--- config.mk ---
export PLATFORM = sky130hd
export DESIGN_NAME = netctl_regs
export DESIGN_NICKNAME = d
export VERILOG_FILES = /design/src/rtl/netctl_pkg.sv /design/src/rtl/netctl_cmd.sv /design/src/rtl/netctl_irq.sv /design/src/rtl/netctl_store.sv /design/src/rtl/netctl_regs.sv
export SDC_FILE = /design/constraint.sdc
export NUM_CORES = 1
export LEC_CHECK = 0
export BUFFER_PORTS_ARGS = -buffer_cell sky130_fd_sc_hd__buf_4
export CORE_UTILIZATION = 48
export DETAILED_ROUTE_END_ITERATION = 8
export PLACE_DENSITY = 0.71
export SKIP_CTS_REPAIR_TIMING = 1
export SYNTH_ARGS = -nofsm -noshare
export SYNTH_HDL_FRONTEND = slang
export SYNTH_SLANG_ARGS = --single-unit
--- constraint.sdc ---
create_clock -name clk -period 7.15 [get_ports clk]
set_input_delay 1.43 -clock clk [delete_from_list [all_inputs] [get_ports clk]]
set_output_delay 1.43 -clock clk [all_outputs]
set_load 0.005 [all_outputs]
--- src/rtl/netctl_pkg.sv ---
package netctl_pkg;
  localparam int DW        = 16;
  localparam int REG_COUNT = 64;

  // register addresses
  localparam int A_CMD  = 0;
  localparam int A_STAT = 1;
  localparam int A_MASK = 2;
  localparam int A_TXC  = 3;
  localparam int A_RXC  = 4;
  localparam int A_CFG  = 5;
  localparam int A_CFG2 = 6;
  localparam int A_EOB  = 7;
  localparam int GEN_BASE = 8;
  localparam int PTR_BASE = 8;
  localparam int PTR_CNT  = 4;
  localparam int TAL_BASE = 12;
  localparam int TAL_CNT  = 3;

  // command bit positions
  localparam int CB_HALT   = 0;
  localparam int CB_SEND   = 1;
  localparam int CB_RXOFF  = 2;
  localparam int CB_RXON   = 3;
  localparam int CB_TSTOP  = 4;
  localparam int CB_TSTART = 5;
  localparam int CB_SRST   = 7;
  localparam int CB_RSRC   = 8;
  localparam int CB_CAM    = 9;

  localparam int NPAIR = 2;
  localparam int PAIR_A [NPAIR] = '{CB_RXOFF, CB_TSTOP};
  localparam int PAIR_B [NPAIR] = '{CB_RXON,  CB_TSTART};

  localparam logic [DW-1:0] CMD_WMASK  = 16'h03BF;
  localparam logic [DW-1:0] CMD_RESET  = 16'h0094;
  localparam logic [DW-1:0] SRST_DROP  = 16'h0303;
  localparam logic [DW-1:0] SRST_SET   = 16'h0084;
  localparam logic [DW-1:0] MASK_WMASK = 16'h7FFF;
  localparam logic [DW-1:0] TXC_WMASK  = 16'hF000;
  localparam logic [DW-1:0] RXC_WMASK  = 16'hFFE0;
  localparam logic [DW-1:0] CFG_WMASK  = 16'hBFFF;
  localparam logic [DW-1:0] CFG2_WMASK = 16'hF017;
  localparam logic [DW-1:0] PTR_WMASK  = 16'hFFFE;
  localparam logic [DW-1:0] EOB_RESET  = 16'h02F8;
endpackage

--- src/rtl/netctl_cmd.sv ---
module netctl_cmd
  import netctl_pkg::*;
(
  input  logic          clk,
  input  logic          rst,
  input  logic          cmd_we,
  input  logic [DW-1:0] wdata,
  output logic [DW-1:0] cmd_q,
  output logic [DW-1:0] pulse_q
);
  logic [DW-1:0] acc, clr, nxt, pls;

  always_comb begin
    acc = wdata & CMD_WMASK;
    clr = '0;
    for (int p = 0; p < NPAIR; p++) begin
      if (acc[PAIR_A[p]]) clr[PAIR_B[p]] = 1'b1;
      if (acc[PAIR_B[p]]) clr[PAIR_A[p]] = 1'b1;
    end
    nxt = (cmd_q | acc) & ~clr;
    pls = acc;
    if (acc[CB_SRST]) begin
      nxt = (nxt & ~SRST_DROP) | SRST_SET;
      pls = acc & ~SRST_DROP;
    end
    if (cmd_q[CB_SRST] && !wdata[CB_SRST]) begin
      nxt = cmd_q;
      nxt[CB_SRST] = 1'b0;
      pls = '0;
    end
    if (!cmd_we) pls = '0;
  end

  always_ff @(posedge clk) begin
    if (rst) begin
      cmd_q   <= CMD_RESET;
      pulse_q <= '0;
    end else begin
      pulse_q <= pls;
      if (cmd_we) cmd_q <= nxt;
    end
  end
endmodule

--- src/rtl/netctl_irq.sv ---
module netctl_irq
  import netctl_pkg::*;
(
  input  logic          clk,
  input  logic          rst,
  input  logic          stat_we,
  input  logic          mask_we,
  input  logic [DW-1:0] wdata,
  input  logic [DW-1:0] evt_set,
  output logic [DW-1:0] stat_q,
  output logic [DW-1:0] mask_q,
  output logic          irq_q
);
  logic [DW-1:0] stat_d, mask_d;

  always_comb begin
    stat_d = (stat_we ? (stat_q & ~wdata) : stat_q) | evt_set;
    mask_d = mask_we ? (wdata & MASK_WMASK) : mask_q;
  end

  always_ff @(posedge clk) begin
    if (rst) begin
      stat_q <= '0;
      mask_q <= '0;
      irq_q  <= 1'b0;
    end else begin
      stat_q <= stat_d;
      mask_q <= mask_d;
      irq_q  <= |(stat_d & mask_d);
    end
  end
endmodule

--- src/rtl/netctl_store.sv ---
module netctl_store
  import netctl_pkg::*;
#(
  parameter int NREGS = REG_COUNT,
  parameter int AW    = $clog2(NREGS)
) (
  input  logic          clk,
  input  logic          rst,
  input  logic          we,
  input  logic          rd_en,
  input  logic [AW-1:0] addr,
  input  logic [DW-1:0] wdata,
  input  logic          in_reset,
  output logic [DW-1:0] rd_val,
  output logic [DW-1:0] cfg_q
);
  localparam logic [AW-1:0] AD_TXC  = AW'(A_TXC);
  localparam logic [AW-1:0] AD_RXC  = AW'(A_RXC);
  localparam logic [AW-1:0] AD_CFG  = AW'(A_CFG);
  localparam logic [AW-1:0] AD_CFG2 = AW'(A_CFG2);
  localparam logic [AW-1:0] AD_EOB  = AW'(A_EOB);

  logic [DW-1:0] mem [NREGS];
  logic [DW-1:0] mem_q, spec_q, txc_q, rxc_q, cfg2_q, eob_q, wval;
  logic          spec_sel_q;
  logic [NREGS-1:0] is_ptr, is_tal, is_mem;

  for (genvar g = 0; g < NREGS; g++) begin : g_kind
    assign is_ptr[g] = (g >= PTR_BASE) && (g < PTR_BASE + PTR_CNT);
    assign is_tal[g] = (g >= TAL_BASE) && (g < TAL_BASE + TAL_CNT);
    assign is_mem[g] = (g >= GEN_BASE);
  end

  always_comb begin
    if (is_tal[addr])      wval = ~wdata;
    else if (is_ptr[addr]) wval = wdata & PTR_WMASK;
    else                   wval = wdata;
  end

  // plain storage, no reset so it maps onto block RAM
  always_ff @(posedge clk) begin
    if (we && is_mem[addr]) mem[addr] <= wval;
    if (rd_en) mem_q <= mem[addr];
  end

  always_ff @(posedge clk) begin
    if (rst) begin
      txc_q      <= '0;
      rxc_q      <= '0;
      cfg_q      <= '0;
      cfg2_q     <= '0;
      eob_q      <= EOB_RESET;
      spec_q     <= '0;
      spec_sel_q <= 1'b1;
    end else begin
      if (we) begin
        case (addr)
          AD_TXC:  txc_q <= wdata & TXC_WMASK;
          AD_RXC:  rxc_q <= wdata & RXC_WMASK;
          AD_CFG:  if (in_reset) cfg_q <= wdata & CFG_WMASK;
          AD_CFG2: if (in_reset) cfg2_q <= wdata & CFG2_WMASK;
          AD_EOB:  eob_q <= wdata;
          default: ;
        endcase
      end
      if (rd_en) begin
        spec_sel_q <= !is_mem[addr];
        case (addr)
          AD_TXC:  spec_q <= txc_q;
          AD_RXC:  spec_q <= rxc_q;
          AD_CFG:  spec_q <= cfg_q;
          AD_CFG2: spec_q <= cfg2_q;
          AD_EOB:  spec_q <= eob_q;
          default: spec_q <= '0;
        endcase
      end
    end
  end

  assign rd_val = spec_sel_q ? spec_q : mem_q;
endmodule

--- src/rtl/netctl_regs.sv ---
module netctl_regs
  import netctl_pkg::*;
#(
  parameter int NREGS = REG_COUNT,
  parameter int AW    = $clog2(NREGS)
) (
  input  logic          clk,
  input  logic          rst,
  input  logic          wr_en,
  input  logic          rd_en,
  input  logic [AW-1:0] addr,
  input  logic [DW-1:0] wdata,
  input  logic [DW-1:0] evt_set,
  output logic [DW-1:0] rdata,
  output logic          irq,
  output logic [DW-1:0] cmd_pulse
);
  localparam logic [AW-1:0] AD_CMD  = AW'(A_CMD);
  localparam logic [AW-1:0] AD_STAT = AW'(A_STAT);
  localparam logic [AW-1:0] AD_MASK = AW'(A_MASK);

  logic [DW-1:0] cmd_q, stat_q, mask_q, cfg_q, st_rd, hold_q;
  logic          hold_sel_q;

  netctl_cmd u_cmd (
    .clk     (clk),
    .rst     (rst),
    .cmd_we  (wr_en && addr == AD_CMD),
    .wdata   (wdata),
    .cmd_q   (cmd_q),
    .pulse_q (cmd_pulse)
  );

  netctl_irq u_irq (
    .clk     (clk),
    .rst     (rst),
    .stat_we (wr_en && addr == AD_STAT),
    .mask_we (wr_en && addr == AD_MASK),
    .wdata   (wdata),
    .evt_set (evt_set),
    .stat_q  (stat_q),
    .mask_q  (mask_q),
    .irq_q   (irq)
  );

  netctl_store #(.NREGS(NREGS), .AW(AW)) u_store (
    .clk      (clk),
    .rst      (rst),
    .we       (wr_en),
    .rd_en    (rd_en),
    .addr     (addr),
    .wdata    (wdata),
    .in_reset (cmd_q[CB_SRST]),
    .rd_val   (st_rd),
    .cfg_q    (cfg_q)
  );

  always_ff @(posedge clk) begin
    if (rst) begin
      hold_q     <= '0;
      hold_sel_q <= 1'b0;
    end else if (rd_en) begin
      hold_sel_q <= (addr == AD_CMD) || (addr == AD_STAT) || (addr == AD_MASK);
      case (addr)
        AD_CMD:  hold_q <= cmd_q;
        AD_STAT: hold_q <= stat_q;
        AD_MASK: hold_q <= mask_q;
        default: hold_q <= '0;
      endcase
    end
  end

  assign rdata = hold_sel_q ? hold_q : st_rd;
endmodule

==> impl_metrics.tcl <==
set metrics [dict create \
    core.rowCount 112 \
    count_of_final_hold_check_violations 0 \
    die-height_um 310.7 \
    yosys_warnings 0 \
    place.port_buffers 67 \
    global_route.overflow_total 0 \
    area.growth.synth_to_final_pct 14.27 \
    grt_pass1_wl_um 157300 \
    hpwlAfterDp_um 63830 \
    number_of_antenna_violations_at_the_first_check_in_global_routing 4 \
    final-max-slew-violation-count 0 \
    core-area_mm2 0.09389 \
    final_common_cell "edfxtp_1" \
    tritoncts "yes" \
    path_max_fanout 94 \
    cap_violations 0 \
    cts_root_buffer "clkbuf_16" \
    power_density_mw_per_mm2 278.1 \
    drc 0 \
    synth-seq-cells 1179 \
    period_minus_slack_ns 4.739 \
    synth_edf_count 1040 \
    max_slew.worst_pin.slew_ns 1.285 \
    synth_simple_gate_area_frac 0.03402 \
    starting_density 0.4872 \
    async_reset_ff_frac 0 \
    groute.usage.overall 0.2241 \
    min_path_cells 2 \
    floorplan.die_area_mm2 0.09654 \
    postSynthAreaPerCell_um2 20.24 \
    io_pins 75 \
    synth.largest_area_cell "edfxtp_1" \
    setup_viol 0 \
    grt_pass1_vias 23510 \
    layout_common_cells "edfxtp_1, mux4_2, buf_4" \
    pre_antenna_drt_iters 6 \
    synth_area_in_compound_gates 0.02240 \
    totalNegativeSetupSlack_ns 0 \
    timing_worst_setup_path_type "primary input to flip-flop" \
    synth_area_leaders "edfxtp_1, mux4_2, dfxtp_1, nor2_1, mux2i_1" \
    clock_path_buffers 3 \
    multiInputGateArea_mm2 0.01159 \
    critPathCaptureType "flip-flop" \
    cts_num_sinks 1179 \
    post_syn_instances 2260 \
    ff2ff_path_depth 3 \
    yosys.cell_types.count 60 \
    drive_above_1_share 0.2754 \
    totalPowerFinal_mw 14.54 \
    sequential_cell_area_mm2 0.03401 \
    finClkSkew_ns 0.02140 \
    final_critical_path_share_of_the_clock_period 0.6629 \
    vias_after_detailed_routing 23140 \
    slew_headroom 0.1391 \
    share_of_yosys_cell_area_claimed_by_the_top_area_cell_type 0.6827 \
    drtAntennaViolNets 0 \
    via_per_inst 5.974 \
    synth_xor_area_frac 0.002872 \
    clock_insertion_delay_worst_skew_ns 0.69 \
    number_of_drc_markers_in_iteration_0 2709 \
    crit_required_ns 7.76 \
    grt_max_degree 100 \
    cts-buffers-inserted 116 \
    cellLeakagePower_nw 17.05 \
    postRouteWirelength_um 107700 \
    placed_area_mm2 0.04848 \
    finalNetCount 2561 \
    dominantRegCellSynth "edfxtp_1" \
    clkSlewWorstSetupHoldPaths_ns 0.05 \
    synth_top_family_by_area "multiplexers" \
    fillers 6970 \
    fmax_mhz 211.0 \
    post-route-cell-area_mm2 0.05227 \
    htree_num_levels 3 \
    vdd_drop_max_mv 0.2300 \
    synth_fa_ha_area_frac 0 \
    detail_routed_net_length_per_standard_cell_um 27.81 \
    place_congestion 0.8721 \
    grt_setup_unrepaired "no" \
    synth_mux_area_frac 0.1786 \
    synth-seq-area-share 0.7435 \
    status "complete, no violations" \
    start_kind "primary input" \
    timing.hold.worst.class "flip-flop to flip-flop" \
    floorplan.die.width_um 310.7 \
    worst-endpoint-arrival_ns 5.35 \
    netlist_area_mm2 0.04575 \
]
-- sequential cells by signal (all words and copies together) (netlist names) --
signal,flops
u_store.rxc_q,11
u_store.cfg2_q,8
u_store.cfg_q,15
u_store.mem,1024
hold_sel_q,1
u_store.eob_q,16
u_store.spec_q,16
u_store.spec_sel_q,1
u_irq.stat_q,16
u_irq.mask_q,16
hold_q,16
u_cmd.pulse_q,9
u_store.txc_q,4
u_irq.irq_q,1
u_store.mem_q,16
u_cmd.cmd_q,9
-- cell type report --
cell class                      instances  share of cell area
Antenna cell                            1          0.00004787
Clock buffer                          135             0.05828
Clock inverter                         82             0.01431
Inverter                                7           0.0005026
Multi-Input combinational cell       1051              0.2218
Sequential cell                      1179              0.6507
Tap cell                             1254             0.03001
Timing Repair Buffer                  164             0.02439
-- metrics by stage --
stage          hold slack [ns]  setup WS, ns  utilization  std cells
3_5_place_dp            0.4505         1.858       0.5163       3655
6_report                0.4608         2.411       0.5568       3873
4_1_cts                 0.4608         2.590       0.5567       3872
2_1_floorplan           0.4339         1.653            -       2394
3_3_place_gp            0.4432         1.917       0.5163       3655
5_1_grt                 0.4794         2.289       0.5567       3872
-- report_power, final --
part | switching, mW | internal (mW)
clock | 2.55 | 3.48
combinational | 0.490 | 0.321
sequential | 0.0388 | 7.67
-- layer usage --
layer,vias to the layer above,global-route usage,routed length [µm]
li1,9634,-,-
met1,12200,0.3032,42110
met2,1099,0.3615,52760
met3,197,0.05445,9798
met4,6,0.06874,2999
met5,-,0,44
-- critical path, cell delays in order --
cell and delay (ns):
buf_8 0.51, buf_4 0.61, or4b_1 0.67, nor3_2 1.01
o31ai_1 0.52, nor2_1 0.22, a21oi_1 0.06, nor2_1 0.13
-- cell families (layout without fill, tap and decap cells) --
family | Yosys count | count (layout)
other cells | 1 | 136
flops | 1179 | 1179
simple gates | 343 | 343
buf+inv | 164 | 388
compound gates | 162 | 162
xor+xnor | 15 | 15
mux | 396 | 396
-- Yosys cell counts, types with 3 or more instances --
cell	instances
edfxtp_1	1040
mux4_2	336
nor2_1	158
dfxtp_1	139
clkbuf_1	88
a21oi_1	80
nand2_1	70
mux2i_1	59
nand3_1	44
buf_2	27
buf_6	21
nor3_1	18
o21ai_0	16
xnor2_1	15
a22oi_1	13
buf_4	11
a222oi_1	10
buf_1	10
and2_1	9
nand3b_1	9
a221oi_1	7
nor2b_1	7
inv_1	6
a22o_1	5
nor4_1	5
a21o_1	4
o22ai_1	4
o21bai_1	3
o2bb2ai_1	3
or3_1	3
-- final timing paths --
check,to,start,slack [ns]
max,hold_q[1],addr[1],2.41
min,u_store.rxc_q[10],u_store.rxc_q[10],0.46
max reg2reg,u_store.mem_q[13],u_store.mem[55][13],4.85
min reg2reg,u_store.rxc_q[10],u_store.rxc_q[10],0.46
Power figures use the tool's default switching activity.
